<file path="src/rtl/stcu_pkg.sv">
package stcu_pkg;
   localparam int unsigned CMP_W      = 64;
   localparam int unsigned ADDR_W     = 12;
   localparam logic [11:0] A_CMP_LO   = 12'h14D;
   localparam logic [11:0] A_CMP_HI   = 12'h15D;
   localparam logic [11:0] A_ENV_LO   = 12'h30A;
   localparam logic [11:0] A_ENV_HI   = 12'h31A;
   localparam logic [11:0] A_MPEND    = 12'h344;
   localparam int unsigned STIP_POS   = 5;

   typedef struct packed {
      logic              we;
      logic [ADDR_W-1:0] addr;
   } csr_cmd_t;

   function automatic logic hit(csr_cmd_t c, logic [ADDR_W-1:0] a);
      return c.addr == a;
   endfunction
endpackage

</file>
<file path="src/rtl/stcu_cmp_reg.sv">
module stcu_cmp_reg
   import stcu_pkg::*;
#(
   parameter int unsigned XLEN = 64
) (
   input  logic            clk,
   input  logic            rst_n,
   input  csr_cmd_t        cmd,
   input  logic [XLEN-1:0] wdata,
   output logic [CMP_W-1:0] cmp_o,
   output logic [XLEN-1:0] rdata_o
);
   localparam int unsigned HALVES = CMP_W / XLEN;

   generate
      if (!(XLEN == 32 || XLEN == 64)) begin : g_bad_xlen
         $error("stcu_cmp_reg: XLEN must be 32 or 64");
      end
   endgenerate

   logic [CMP_W-1:0] cmp_q;
   assign cmp_o = cmp_q;

   generate
      if (HALVES == 1) begin : g_full
         always_ff @(posedge clk or negedge rst_n) begin
            if (!rst_n)                             cmp_q <= '1;
            else if (cmd.we && hit(cmd, A_CMP_LO))  cmp_q <= CMP_W'(wdata);
         end
         always_comb begin
            rdata_o = '0;
            if (hit(cmd, A_CMP_LO)) rdata_o = XLEN'(cmp_q);
         end
      end else begin : g_split
         for (genvar h = 0; h < 2; h++) begin : g_half
            localparam logic [ADDR_W-1:0] MY_A = (h == 0) ? A_CMP_LO : A_CMP_HI;
            always_ff @(posedge clk or negedge rst_n) begin
               if (!rst_n)                         cmp_q[h*XLEN +: XLEN] <= '1;
               else if (cmd.we && hit(cmd, MY_A))  cmp_q[h*XLEN +: XLEN] <= wdata;
            end
         end
         always_comb begin
            rdata_o = '0;
            if (hit(cmd, A_CMP_LO)) rdata_o = cmp_q[0 +: XLEN];
            if (hit(cmd, A_CMP_HI)) rdata_o = cmp_q[XLEN +: XLEN];
         end

         AST_LO_KEEPS_HI: assert property (@(posedge clk) disable iff (!rst_n)
            (cmd.we && hit(cmd, A_CMP_LO)) |=> $stable(cmp_q[CMP_W-1:XLEN]));
         AST_HI_KEEPS_LO: assert property (@(posedge clk) disable iff (!rst_n)
            (cmd.we && hit(cmd, A_CMP_HI)) |=> $stable(cmp_q[XLEN-1:0]));
      end
   endgenerate
endmodule

</file>
<file path="src/rtl/stcu_cmp_eval.sv">
module stcu_cmp_eval
   import stcu_pkg::*;
(
   input  logic             clk,
   input  logic             rst_n,
   input  logic [CMP_W-1:0] time_i,
   input  logic [CMP_W-1:0] cmp_i,
   output logic             pend_o
);
   logic ge;
   assign ge = (time_i >= cmp_i);

   always_ff @(posedge clk or negedge rst_n) begin
      if (!rst_n) pend_o <= 1'b0;
      else        pend_o <= ge;
   end
endmodule

</file>
<file path="src/rtl/stcu_pend_src.sv">
module stcu_pend_src
   import stcu_pkg::*;
#(
   parameter int unsigned XLEN   = 64,
   parameter bit          HAS_TC = 1'b1
) (
   input  logic            clk,
   input  logic            rst_n,
   input  csr_cmd_t        cmd,
   input  logic [XLEN-1:0] wdata,
   input  logic            cmp_pend_i,
   output logic            en_o,
   output logic            stip_o,
   output logic [XLEN-1:0] rdata_o
);
   localparam logic [ADDR_W-1:0] ENV_A   = (XLEN == 32) ? A_ENV_HI : A_ENV_LO;
   localparam int unsigned       ENV_BIT = XLEN - 1;

   logic en_q;
   logic sw_q;

   generate
      if (HAS_TC) begin : g_tc
         always_ff @(posedge clk or negedge rst_n) begin
            if (!rst_n)                          en_q <= 1'b0;
            else if (cmd.we && hit(cmd, ENV_A))  en_q <= wdata[ENV_BIT];
         end
      end else begin : g_no_tc
         assign en_q = 1'b0;
      end
   endgenerate

   always_ff @(posedge clk or negedge rst_n) begin
      if (!rst_n)                                    sw_q <= 1'b0;
      else if (!en_q && cmd.we && hit(cmd, A_MPEND)) sw_q <= wdata[STIP_POS];
   end

   assign en_o   = en_q;
   assign stip_o = en_q ? cmp_pend_i : sw_q;

   always_comb begin
      rdata_o = '0;
      if (hit(cmd, ENV_A))   rdata_o[ENV_BIT]  = en_q;
      if (hit(cmd, A_MPEND)) rdata_o[STIP_POS] = stip_o;
   end

   AST_LATCH_FROZEN: assert property (@(posedge clk) disable iff (!rst_n)
      (en_q && cmd.we && hit(cmd, A_MPEND)) |=> $stable(sw_q));
endmodule

</file>
<file path="src/rtl/stcu_top.sv">
module stcu_top
   import stcu_pkg::*;
#(
   parameter int unsigned XLEN   = 64,
   parameter bit          HAS_TC = 1'b1
) (
   input  logic            clk,
   input  logic            rst_n,
   input  logic [63:0]     time_i,
   input  logic            csr_we,
   input  logic [11:0]     csr_addr,
   input  logic [XLEN-1:0] csr_wdata,
   output logic [XLEN-1:0] csr_rdata,
   output logic            stip_o
);
   csr_cmd_t         cmd;
   logic [CMP_W-1:0] cmp;
   logic [XLEN-1:0]  rd_cmp, rd_src;
   logic             cmp_pend, en;

   assign cmd.we   = csr_we;
   assign cmd.addr = csr_addr;

   stcu_cmp_reg #(.XLEN(XLEN)) u_reg (
      .clk(clk), .rst_n(rst_n), .cmd(cmd), .wdata(csr_wdata),
      .cmp_o(cmp), .rdata_o(rd_cmp));

   stcu_cmp_eval u_eval (
      .clk(clk), .rst_n(rst_n), .time_i(time_i), .cmp_i(cmp), .pend_o(cmp_pend));

   stcu_pend_src #(.XLEN(XLEN), .HAS_TC(HAS_TC)) u_src (
      .clk(clk), .rst_n(rst_n), .cmd(cmd), .wdata(csr_wdata),
      .cmp_pend_i(cmp_pend), .en_o(en), .stip_o(stip_o), .rdata_o(rd_src));

   assign csr_rdata = rd_cmp | rd_src;

   logic [1:0] arm_q;
   always_ff @(posedge clk or negedge rst_n) begin
      if (!rst_n)              arm_q <= 2'd0;
      else if (arm_q != 2'd3)  arm_q <= arm_q + 2'd1;
   end

   AST_PEND_HOLDS: assert property (@(posedge clk) disable iff (!rst_n)
      (arm_q == 2'd3 && en && $stable(en) && $stable(time_i) && $stable(cmp))
      |=> (!en || $stable(stip_o)));
endmodule

</file>
<file path="config.mk">
export PLATFORM = sky130hd
export DESIGN_NAME = stcu_top
export DESIGN_NICKNAME = d
export VERILOG_FILES = /design/src/rtl/stcu_pkg.sv /design/src/rtl/stcu_cmp_reg.sv /design/src/rtl/stcu_cmp_eval.sv /design/src/rtl/stcu_pend_src.sv /design/src/rtl/stcu_top.sv
export SDC_FILE = /design/constraint.sdc
export NUM_CORES = 1
export LEC_CHECK = 0
export CAP_MARGIN = 20
export CORE_MARGIN = 2
export CORE_UTILIZATION = 47
export DETAILED_ROUTE_END_ITERATION = 8
export HOLD_SLACK_MARGIN = 0.02
export PLACE_DENSITY = 0.87
export SLEW_MARGIN = 20
export SYNTH_ARGS = -nofsm -noshare
export SYNTH_HDL_FRONTEND = slang
export SYNTH_SLANG_ARGS = --single-unit
</file>
<file path="constraint.sdc">
create_clock -name clk -period 4 [get_ports clk]
set_input_delay 0.8 -clock clk [delete_from_list [all_inputs] [get_ports clk]]
set_output_delay 0.8 -clock clk [all_outputs]
set_load 0.005 [all_outputs]
</file>
==> parameters.txt <==
Parameter                              Value

Power and ir drop
  Fraction of power consumed by sequential logic ... 43.2%
  Static Leak ... 0.00305 uW
  Proportion of total power due to net switching ... 23.3%
  Power density cells ... 217 nW/um^2
  Int Pwr ... ~1200 uW
  Combinational share of power ... 16.1%
  Switching pwr ... about 370 uW
  Maximum vdd ir drop ... between 0.0001 and 0.00015 V
  Part of the total power dissipated in the clock network ... around two fifths

Synthesis
  Async S/R FF share, synth ... 100%
  Most frequent cells after synthesis ... dfstp_2 (64), ha_1 (64), inv_1 (64), and2_1 (62), mux2_4 (60)
  Count of flip-flops with a built-in enable after synthesis ... 0
  Cells after synthesis ... 450
  Number of warnings reported in the yosys synthesis log ... 0
  Largest cells by area after synthesis ... dfstp_2 (34%), mux2_4 (18%), ha_1 (16%)
  Seq cells post-synth ... 67
  Synthesized area divided by synthesized cell count ... 10.9 um^2
  Share of Yosys cell area claimed by the top area cell type ... 34.2%
  Register area share after synthesis ... between 30% and 40%
  Number of distinct standard cells referenced by the synthesized netlist ... 41
  Summed instance area of the synthesized netlist ... between 4000 and 5000 um^2
  Yosys top cell by area ... dfstp_2
  Post-synth net total ... ~660
  Most used DFF post-synth ... dfstp_2

Flow run
  Max-cap violations ... 0

Critical path
  Kind of launch point of the worst setup path ... input port
  Worst EP arrival ... about 3 ns
  CP Data Required Time ... about 3.2 ns
  Highest net fanout along the worst path ... between 60 and 70
  Kind of end point of the critical path ... output pin
  Class of the most critical setup path ... in2out

Timing
  Period utilisation layout ... a little over nine tenths
  Final worst path period need ... 3.81 ns
  Final-report hold violation count ... 0
  Unrepaired setup endpoints after global routing ... no
  Worst Skew ... 0.0116 ns
  Worst hold slack across all endpoints ... ~0.53 ns
  Setup TNS after final layout ... 0 ns
  Max-slew violation total from the final report ... 0
  Slew at the pin closest to its max-slew limit ... roughly 0.96 ns
  Maximum achievable frequency ... 263 MHz
  Count of final setup violators ... 0
  Headroom to the max-slew limit ... between 30 and 40%

Placed design
  Total of buffers placed on input and output ports ... slightly above 200
  Total placed instance area ... 7130 um^2
  Detailed placer's ending HPWL ... 10300 um
  Final weighted congestion of routability-driven global placement ... ~0.83

Global routing
  Total track usage ... a little under a quarter
  First-pass GRT wire length ... between 20000 and 25000 um
  Number of antenna violations at the first check in global routing ... 0
  Vias in the first global route ... 4400
  Remaining Overflow, GRT ... 0
  Maximum number of pins on one net before global-route repair ... 66

Routing
  Total vias in the final route ... 4072
  Drt via density ... ~5.1
  Remaining antenna violation count ... 0
  Initial DRT Pass Iterations ... 4
  # DRC ... 0
  Wire length reported by the detailed router ... 13100 um
  DRC marker count from the first detailed-route iteration ... 180
  Routed length per instance ... approximately 16 um

CTS
  Clock Latency Late Sink ... ~0.36 ns
  Count of clock tree sinks ... 67
  Clock buffers created by TritonCTS ... 9
  CTS tree ... built
  Maximum clock path buffer count ... 2
  Clk Tree Root Cell ... clkbuf_8
  Number of levels in the clock H-tree ... 3
  Setup repair bufs after CTS ... 0
  Number of hold-repair buffers added at the cts stage ... 0
  Post-cts resize count ... 0
  Clock transition time at the flip-flop clock pins of the worst setup and hold paths ... roughly 0.07 ns

Outcome
  Status ... completed

Finish
  Final net count ... a little under 900
  Total of fill cells in the finished design ... about 720
  Number of antenna repair diodes ... 0
  Ratio of cells with drive above 1 in the final layout ... between 20% and 30%
  Final cell area excluding filler cells ... around 7400 um^2
  Syn-to-layout area delta ... 49.6%

Floorplanning
  Number of placed I/O pins ... 208
  Core Footprint ... between 10000 and 15000 um^2
  Overall die height ... around 110 um
  Number of core rows ... 37
  Initial cell density of the core ... 48.0%
  Die area ... about 11000 um^2
  Die width ... about 110 um

Hold path
  Hold WC Path Type ... reg2reg
-- placed cells by master, fill, tap and decap left out, types with 3 or more instances in the layout --
cell,n
nand4_1,8
and4_1,4
a21o_1,3
mux2_2,7
nor2_1,7
clkdlybuf4s50_1,206
nand2_1,23
inv_1,64
o21ai_0,8
dfstp_2,64
ha_1,64
and2_1,62
a21oi_1,23
mux2_4,60
a221oi_1,3
nand3_1,6
clkbuf_8,10
dfrtp_1,3
-- power by group through the flow --
stage | registers, uW | clock network, uW | logic, uW
2_1_floorplan | 698 | 0 | 72.7
3_3_place_gp | 699 | 0 | 244
3_5_place_dp | 699 | 0 | 256
4_1_cts | 689 | 660 | 259
5_1_grt | 689 | 690 | 284
6_report | 689 | 648 | 257
-- layout make-up --
type                            count  area [um^2]  share of cell area, %
Multi-Input combinational cell    306         2840                   38.6
Timing Repair Buffer              211         2120                   28.9
Sequential cell                    67         1760                   23.9
Inverter                           64          240                   3.27
Tap cell                          136          170                   2.31
Clock buffer                       10          138                   1.87
Clock inverter                      6         88.8                   1.21
-- layer usage --
metal | global-route usage (%) | wire (um)
met5 | 0 | 0
met4 | 11.8 | 427
met3 | 5.09 | 729
met2 | 43.2 | 6720
met1 | 26.5 | 5210
-- metrics by stage --
step | std cells | utilization, % | total power [uW] | setup WS [ns]
final | 800 | 71.9 | 1590 | 0.193
after global routing | 800 | 71.9 | 1660 | 0.0797
after CTS | 800 | 71.9 | 1610 | 0.206
after detailed placement | 784 | 69.6 | 955 | 0.208
after global placement | 784 | 69.6 | 943 | 0.307
after floorplan | 450 | - | 771 | 1.19
-- flip-flops by register name, indices dropped and copies added (netlist names) --
signal,cells
u_eval.pend_o,1
u_reg.cmp_o,64
u_src.en_o,1
u_src.sw_q,1
-- final timing paths --
check	from	depth (start not counted)	end	slack, ns
max in group asynchronous	rst_n	2	u_reg.cmp_o[54]	2.44
worst min register to register	u_src.sw_q	1	u_src.sw_q	0.53
min in group asynchronous	rst_n	1	u_eval.pend_o	0.61
worst max-delay path	csr_addr[7]	7	csr_rdata[38]	0.19
worst max register to register	u_reg.cmp_o[55]	8	u_eval.pend_o	1.69
worst min-delay path	u_src.sw_q	1	u_src.sw_q	0.53
-- worst max-delay path, stage by stage --
cell,delay (ns)
clkdlybuf4s50_1,0.41
nor3_2,0.23
nand4b_1,0.20
nor4_4,0.34
buf_12,0.28
and2_1,0.20
clkdlybuf4s50_1,0.51
-- logic make-up (layout without fill, tap and decap cells) --
| group | after synthesis | count (layout) | synth area share, % |
|---|---|---|---|
| compound gates | 52 | 52 | 6.59 |
| fa+ha+maj | 64 | 64 | 16.3 |
| buf+inv | 77 | 291 | 6.82 |
| flops | 67 | 67 | 35.7 |
| mux | 67 | 67 | 19.9 |
| simple gates | 123 | 123 | 14.6 |
Power figures use the tool's default switching activity.
